===== src/rtl/txseq_pkg.sv =====
package txseq_pkg;
  typedef enum logic [1:0] {ST_IDLE, ST_RAMPUP, ST_DATA, ST_RAMPDN} seqState_t;

  typedef struct packed {
    logic cntClr;
    logic dnLoad;
  } seqStrobe_t;

  localparam logic [2:0] RADIO_PLL_READY   = 3'd1;
  localparam logic [2:0] RADIO_RETRY_READY = 3'd2;
  localparam logic [3:0] CMD_TX_START      = 4'h2;
endpackage


===== src/rtl/txseq_dp.sv =====
module txseq_dp
  import txseq_pkg::*;
#(
  parameter int LEAD_CYCLES = 3200,
  parameter int DN_W        = 8,
  parameter int CNT_W       = 12
) (
  input  logic            clk,
  input  logic            rstN,
  input  seqStrobe_t      strobe,
  input  logic            startBit,
  input  logic            cmdWrite,
  input  logic [3:0]      cmdCode,
  input  logic [DN_W-1:0] rampDownLen,
  output logic            trigger,
  output logic            leadDone,
  output logic            dnDone
);
  localparam logic [CNT_W-1:0] LEAD_LAST = CNT_W'(LEAD_CYCLES - 1);

  logic             startPrev;
  logic [CNT_W-1:0] cnt;
  logic [DN_W-1:0]  dnLenQ;

  always_ff @(posedge clk) begin
    if (!rstN) begin
      startPrev <= 1'b0;
      cnt       <= '0;
      dnLenQ    <= '0;
    end else begin
      startPrev <= startBit;
      cnt       <= strobe.cntClr ? '0 : cnt + 1'b1;
      if (strobe.dnLoad) dnLenQ <= rampDownLen;
    end
  end

  assign trigger  = (startBit && !startPrev) || (cmdWrite && cmdCode == CMD_TX_START);
  assign leadDone = (cnt == LEAD_LAST);
  assign dnDone   = (cnt == {{(CNT_W-DN_W){1'b0}}, dnLenQ});

  // a trigger needs one of the two request inputs
  p_trigger_source_r2: assert property (@(posedge clk) disable iff (!rstN)
    trigger |-> (startBit || cmdWrite));

  // the captured ramp-down length is held while the counter runs
  p_dnlen_hold_r7: assert property (@(posedge clk) disable iff (!rstN)
    !strobe.dnLoad |=> $stable(dnLenQ));
endmodule


===== src/rtl/txseq_ctrl.sv =====
module txseq_ctrl
  import txseq_pkg::*;
(
  input  logic       clk,
  input  logic       rstN,
  input  logic [2:0] radioState,
  input  logic       trigger,
  input  logic       leadDone,
  input  logic       dnDone,
  input  logic       dataDone,
  input  logic       upOffsetNeg,
  input  logic       downOffsetNeg,
  output seqStrobe_t strobe,
  output logic       paEnable,
  output logic       modEnable,
  output logic [1:0] offsetSel,
  output logic       busy,
  output logic       done
);
  seqState_t stateQ, stateD;
  logic      legal;
  logic      doneQ;

  assign legal = (radioState == RADIO_PLL_READY) || (radioState == RADIO_RETRY_READY);

  always_comb begin
    stateD = stateQ;
    unique case (stateQ)
      ST_IDLE:   if (trigger && legal) stateD = ST_RAMPUP;
      ST_RAMPUP: if (leadDone)         stateD = ST_DATA;
      ST_DATA:   if (dataDone)         stateD = ST_RAMPDN;
      ST_RAMPDN: if (dnDone)           stateD = ST_IDLE;
      default:                         stateD = ST_IDLE;
    endcase
  end

  always_ff @(posedge clk) begin
    if (!rstN) begin
      stateQ <= ST_IDLE;
      doneQ  <= 1'b0;
    end else begin
      stateQ <= stateD;
      doneQ  <= (stateQ == ST_RAMPDN) && dnDone;
    end
  end

  always_comb begin
    strobe.cntClr = (stateQ != ST_RAMPUP) && (stateQ != ST_RAMPDN);
    strobe.dnLoad = (stateQ == ST_DATA) && dataDone;
  end

  assign paEnable  = (stateQ != ST_IDLE);
  assign busy      = (stateQ != ST_IDLE);
  assign modEnable = (stateQ == ST_DATA);
  assign done      = doneQ;

  always_comb begin
    unique case (stateQ)
      ST_RAMPUP: offsetSel = upOffsetNeg   ? 2'b10 : 2'b01;
      ST_RAMPDN: offsetSel = downOffsetNeg ? 2'b10 : 2'b01;
      default:   offsetSel = 2'b00;
    endcase
  end

  // without a legal ready state, idle is kept
  p_illegal_hold_r1: assert property (@(posedge clk) disable iff (!rstN)
    (stateQ == ST_IDLE && !legal) |=> (stateQ == ST_IDLE));

  // modulation implies amplifier on and no ramp offset
  p_mod_needs_pa_r4: assert property (@(posedge clk) disable iff (!rstN)
    modEnable |-> (paEnable && offsetSel == 2'b00));

  // data phase is entered only when the lead count expired
  p_lead_expired_r6: assert property (@(posedge clk) disable iff (!rstN)
    $rose(modEnable) |-> $past(leadDone));

  // done is a single pulse seen only when idle
  p_done_pulse_r8: assert property (@(posedge clk) disable iff (!rstN)
    done |-> (!busy ##1 !done));

  // a running sequence does not jump back to ramp-up
  p_no_restart_r9: assert property (@(posedge clk) disable iff (!rstN)
    (stateQ == ST_DATA || stateQ == ST_RAMPDN) |=> (stateQ != ST_RAMPUP));
endmodule


===== src/rtl/txseq_top.sv =====
module txseq_top
  import txseq_pkg::*;
#(
  parameter int LEAD_CYCLES = 3200,
  parameter int DN_W        = 8,
  parameter int PWR_W       = 4
) (
  input  logic             clk,
  input  logic             rstN,
  input  logic [2:0]       radioState,
  input  logic             startBit,
  input  logic             cmdWrite,
  input  logic [3:0]       cmdCode,
  input  logic             upOffsetNeg,
  input  logic             downOffsetNeg,
  input  logic [DN_W-1:0]  rampDownLen,
  input  logic [PWR_W-1:0] powerLevel,
  input  logic             dataDone,
  output logic             paEnable,
  output logic             modEnable,
  output logic [1:0]       offsetSel,
  output logic [PWR_W-1:0] paPower,
  output logic             busy,
  output logic             done
);
  localparam int CNT_W = $clog2(LEAD_CYCLES + (1 << DN_W));

  seqStrobe_t strobe;
  logic       trigger, leadDone, dnDone;

  txseq_dp #(.LEAD_CYCLES(LEAD_CYCLES), .DN_W(DN_W), .CNT_W(CNT_W)) uDp (
    .clk(clk), .rstN(rstN), .strobe(strobe), .startBit(startBit),
    .cmdWrite(cmdWrite), .cmdCode(cmdCode), .rampDownLen(rampDownLen),
    .trigger(trigger), .leadDone(leadDone), .dnDone(dnDone)
  );

  txseq_ctrl uCtrl (
    .clk(clk), .rstN(rstN), .radioState(radioState), .trigger(trigger),
    .leadDone(leadDone), .dnDone(dnDone), .dataDone(dataDone),
    .upOffsetNeg(upOffsetNeg), .downOffsetNeg(downOffsetNeg),
    .strobe(strobe), .paEnable(paEnable), .modEnable(modEnable),
    .offsetSel(offsetSel), .busy(busy), .done(done)
  );

  assign paPower = powerLevel;

  // the level reaches the amplifier unchanged
  p_power_pass_r10: assert property (@(posedge clk) disable iff (!rstN)
    paPower == powerLevel);
endmodule


===== config.mk =====
export PLATFORM = sky130hd
export DESIGN_NAME = txseq_top
export DESIGN_NICKNAME = d
export VERILOG_FILES = /design/src/rtl/txseq_pkg.sv /design/src/rtl/txseq_dp.sv /design/src/rtl/txseq_ctrl.sv /design/src/rtl/txseq_top.sv
export SDC_FILE = /design/constraint.sdc
export NUM_CORES = 1
export LEC_CHECK = 0
export ABC_AREA = 1
export BUFFER_PORTS_ARGS = -buffer_cell sky130_fd_sc_hd__clkbuf_2
export CORE_UTILIZATION = 40
export DETAILED_ROUTE_END_ITERATION = 6
export HOLD_SLACK_MARGIN = 0.08
export SLEW_MARGIN = 5
export SYNTH_ARGS = -nofsm -noshare
export SYNTH_HDL_FRONTEND = slang
export SYNTH_SLANG_ARGS = --single-unit

===== constraint.sdc =====
create_clock -name clk -period 3.65 [get_ports clk]
set_clock_uncertainty 0.05 [all_clocks]
set_input_delay 0.73 -clock clk [delete_from_list [all_inputs] [get_ports clk]]
set_output_delay 0.73 -clock clk [all_outputs]
set_load 0.05 [all_outputs]

==> results.md <==
Run status:
- The run finished with clean final reports.

Timing:
- The shortest clock period the worst path allows after layout is 2.26 ns.
- The aggregate negative setup slack is 0 ns.
- The worst pin sits at a relative slew slack of 79.9%.
- For this run, the top clock speed supported by timing is between 0.4 and 0.5 GHz.
- Across all setup checks in the final design, the least slack found is 1.39 ns.
- The final-report max-slew violation count came to 0.
- Setup repair after global routing left no endpoint under its margin.
- Setup violations remaining at the end of the flow were counted as 0.
- The smallest hold slack is around 0.42 ns.
- After layout, the worst path uses 61.9% of the clock period.
- The transition time of the tightest slew-check pin is 0.302 ns.
- The number of hold violations in the final report is 0.

Logic synthesis:
- The top cell type by area accounts for 36.9% of the synthesized area.
- Ranked by total cell area, the synthesized netlist is headed by sky130_fd_sc_hd__dfxtp_1 37%, sky130_fd_sc_hd__nand2_1 8.4%, sky130_fd_sc_hd__nor2_1 8.4%, sky130_fd_sc_hd__inv_1 7.2%, sky130_fd_sc_hd__ha_1 4.8%.
- The commonest register cell after synthesis is sky130_fd_sc_hd__dfxtp_1.
- The share of the Yosys chip area taken by registers is 36.9%.
- The number of different library cells in the post-synthesis netlist is 30.
- The commonest cells after synthesis are 29 x sky130_fd_sc_hd__nand2_1, 29 x sky130_fd_sc_hd__nor2_1, 25 x sky130_fd_sc_hd__inv_1.
- The synthesized area per cell is 7.15 um^2.
- After synthesis the netlist holds a flip-flop and latch count of 24.
- The Yosys step of the flow raised 0 warnings.
- After synthesis, the share of flip-flops with an asynchronous set or reset is 0%.
- Yosys mapped a number of flops with a built-in enable equal to 0.
- The synthesized netlist cell count is approximately 180.
- Of all cell types, the one taking the most synthesized area is sky130_fd_sc_hd__dfxtp_1.
- The number of nets in the synthesized netlist is 213.
- The cell area that synthesis handed to floorplanning was 1300 um^2.

Setup path:
- The slowest library cell on the worst path is sky130_fd_sc_hd__dfxtp_1.
- The number of buffers and inverters on the critical path is 2.
- The most critical setup path has its startpoint at uCtrl.stateQ[0].
- The critical path data required time is 2.87 ns.
- The startpoint kind of the worst setup timing path is a flip-flop.
- The end of the worst register-to-register path is uCtrl.stateQ[1].
- The arrival time reported for the critical path endpoint is 1.48 ns.
- Walking the worst path, the cells encountered are ha_1 -> inv_1 -> o22ai_1 -> clkbuf_2.
- The worst setup path is captured at an output port.
- The critical path ends at offsetSel[0].
- For this run, the slowest stage of the critical path takes roughly 0.40 ns.
- The startpoint of the lowest-slack register-to-register path is uDp.cnt[0].
- The number of cells on the critical path is 4.
- The critical path in this run is classified as flip-flop to output port.
- The cell family contributing the most delay on the critical path is flip-flops.
- The register-to-register setup slack is roughly 2.1 ns.
- The maximum fanout encountered on the critical timing path is 4.
- Counting cells, the worst reg-to-reg path comes to 10.

Route:
- The ratio of routed vias to standard cells is between 4 and 5.
- The number of optimization iterations in the first detailed-route pass is 4.
- The total vias in the final route is 1131.
- After detailed routing, the average wire length per cell comes to 9.56 um.
- The post-detailed-route DRC marker count is 0.
- The number of nets with antenna violations after routing is 0.
- In this run, the number of DRC markers left after iteration 0 of detailed routing was 25.
- The total detailed-routing wirelength is 2400 um.

Pwr:
- In this run the static leakage power is 0.676 nW.
- The total power per unit cell area is roughly 600 nW/um^2.
- The maximum ir drop on the vdd rail is 290 uV.

Floorplan:
- The die covers 3490 um^2.
- The die extent in x is 59.0 um.
- The overall die height is between 50 and 60 um.
- The floorplan step defined a core boundary enclosing 3080 um^2.
- The starting utilization of the core area is about 42%.
- The floorplan has 20 rows.
- The count of boundary I/O pins is 36.

Clock network:
- TritonCTS built the clock tree.
- The TritonCTS sink count is 24.
- The clock network latency to the later pin of the worst-skew pair is 0.31 ns.
- No sink is reached through more buffers than the 2 on the longest clock path.
- The number of gates resized after cts is 0.
- The root buffer selected by CTS is sky130_fd_sc_hd__clkbuf_4.
- Buffers added to address setup during post-CTS repair amount to 0.
- After clock tree synthesis, the clock-pin slew on the worst setup and hold paths is between 0.1 and 0.15 ns.
- The level count of the clock H-tree is 1.
- For this design, the CTS-stage hold fixing added 0 buffers.
- Counting the buffers created by CTS gives 3.

Job:
- Max-cap violations in this run came to 0.

Placement:
- Port buffering added 27 buffers.
- After legalization and detailed placement, the total HPWL measured approximately 2000 um.
- The post-place setup slack is 1.60 ns.
- The congestion estimate from routability-driven global placement came to 0.715.

Worst hold path:
- The tightest min-delay check is of the flip-flop to flip-flop type.
- The cell depth of the worst hold path is 2.

Final layout:
- Cells with a size suffix above 1 make up 24.2% of the layout.
- The number of inserted diodes is 0.
- The sequential cells in the finished layout cover a total of 480 um^2.
- Compared with the post-synthesis result, the final layout area differs by 15.5%.
- After the last flow step, the layout net total stands at 239.
- The final-layout fill cell count is 340.
- The multi-input combinational cells in the finished layout cover a total of approximately 670 um^2.

Global route:
- The overall routing resource usage is between 10% and 20%.
- The total overflow left after global routing is 0.
- The via count of the first global-routing pass was slightly below 1000.
- Entering global routing, the biggest net connects 15 pins.
- The first global-routing pass estimated 3990 um of wire.
- The number of antenna violations at the first check in global routing is 0.
-- worst register-to-register path, delay by kind of cell, from the launching register on --
family / cells / cell delay (ns)
fa+ha+maj: 1 / 0.24
simple gates: 9 / 0.77
flops: 1 / 0.43
-- logic make-up (layout without fill, tap and decap cells) --
| group | Yosys count | count (layout) | synth area share, % |
|---|---|---|---|
| AOI/OAI and AO/OA | 29 | 29 | 12.6 |
| xor gates and xnor gates | 6 | 6 | 4.04 |
| adders and majority gates | 5 | 5 | 4.81 |
| buffers and inverters | 35 | 60 | 11.5 |
| DFF | 24 | 24 | 36.9 |
| and+or+nand+nor | 83 | 83 | 30.1 |
-- flip-flops by register name (all words and copies together) (netlist names) --
signal,count
uCtrl.stateQ,2
uDp.cnt,12
uCtrl.done,1
uDp.dnLenQ,8
uDp.startPrev,1
-- worst min path at each step --
| stage | start | slack, ns | end |
|---|---|---|---|
| finish | uDp.cnt[9] | 0.42 | uDp.cnt[9] |
| detailed placement | uDp.cnt[9] | 0.40 | uDp.cnt[9] |
| global placement | uDp.cnt[9] | 0.40 | uDp.cnt[9] |
| global route | uDp.cnt[9] | 0.45 | uDp.cnt[9] |
| floorplan | uDp.cnt[9] | 0.38 | uDp.cnt[9] |
| CTS | uDp.cnt[9] | 0.42 | uDp.cnt[9] |
-- placed cells by master, fill, tap and decap left out, drive strengths merged, types with 2 or more instances in the layout --
cell type	netlist	final
nor2	33	33
nor3	3	3
a21oi	13	13
clkbuf	1	30
dfxtp	24	24
o21ai	12	12
inv	29	29
or2	2	2
nand2	34	34
nand3	9	9
ha	5	5
xnor2	6	6
-- per-stage QoR --
step / instance area [um^2] / power (W) / util, % / instances
2_1_floorplan: 1300 / 0.000638 / - / 182
3_3_place_gp: 1450 / 0.000684 / 47.1 / 247
3_5_place_dp: 1450 / 0.000695 / 47.1 / 247
4_1_cts: 1500 / 0.000888 / 48.8 / 251
5_1_grt: 1500 / 0.000945 / 48.8 / 251
6_report: 1500 / 0.000877 / 48.8 / 251
-- per-layer routing --
metal	vias to the layer above	track usage, %	part of all wire (%)
met5	-	0	0
li1	613	-	-
met4	0	6.12	1.4
met3	4	1.97	3.2
met1	494	20.1	47
met2	20	25.5	48
-- cell type report --
| class | count | area share (%) |
|---|---|---|
| clock buffers | 3 | 1.50 |
| flip-flops and latches | 24 | 32.0 |
| repair buffers | 27 | 8.99 |
| inverters | 29 | 7.24 |
| clock inverters | 1 | 2.00 |
| multi-input cells | 123 | 44.6 |
| well taps | 44 | 3.66 |
-- power by group --
part | switching (W) | internal, W | leakage [nW]
Combinational | 0.000250 | 0.000116 | 0.453
Clock | 0.0000806 | 0.000111 | 0.0279
Sequential | 0.0000255 | 0.000294 | 0.195
Note: power is estimated with default switching activity, not from simulation.
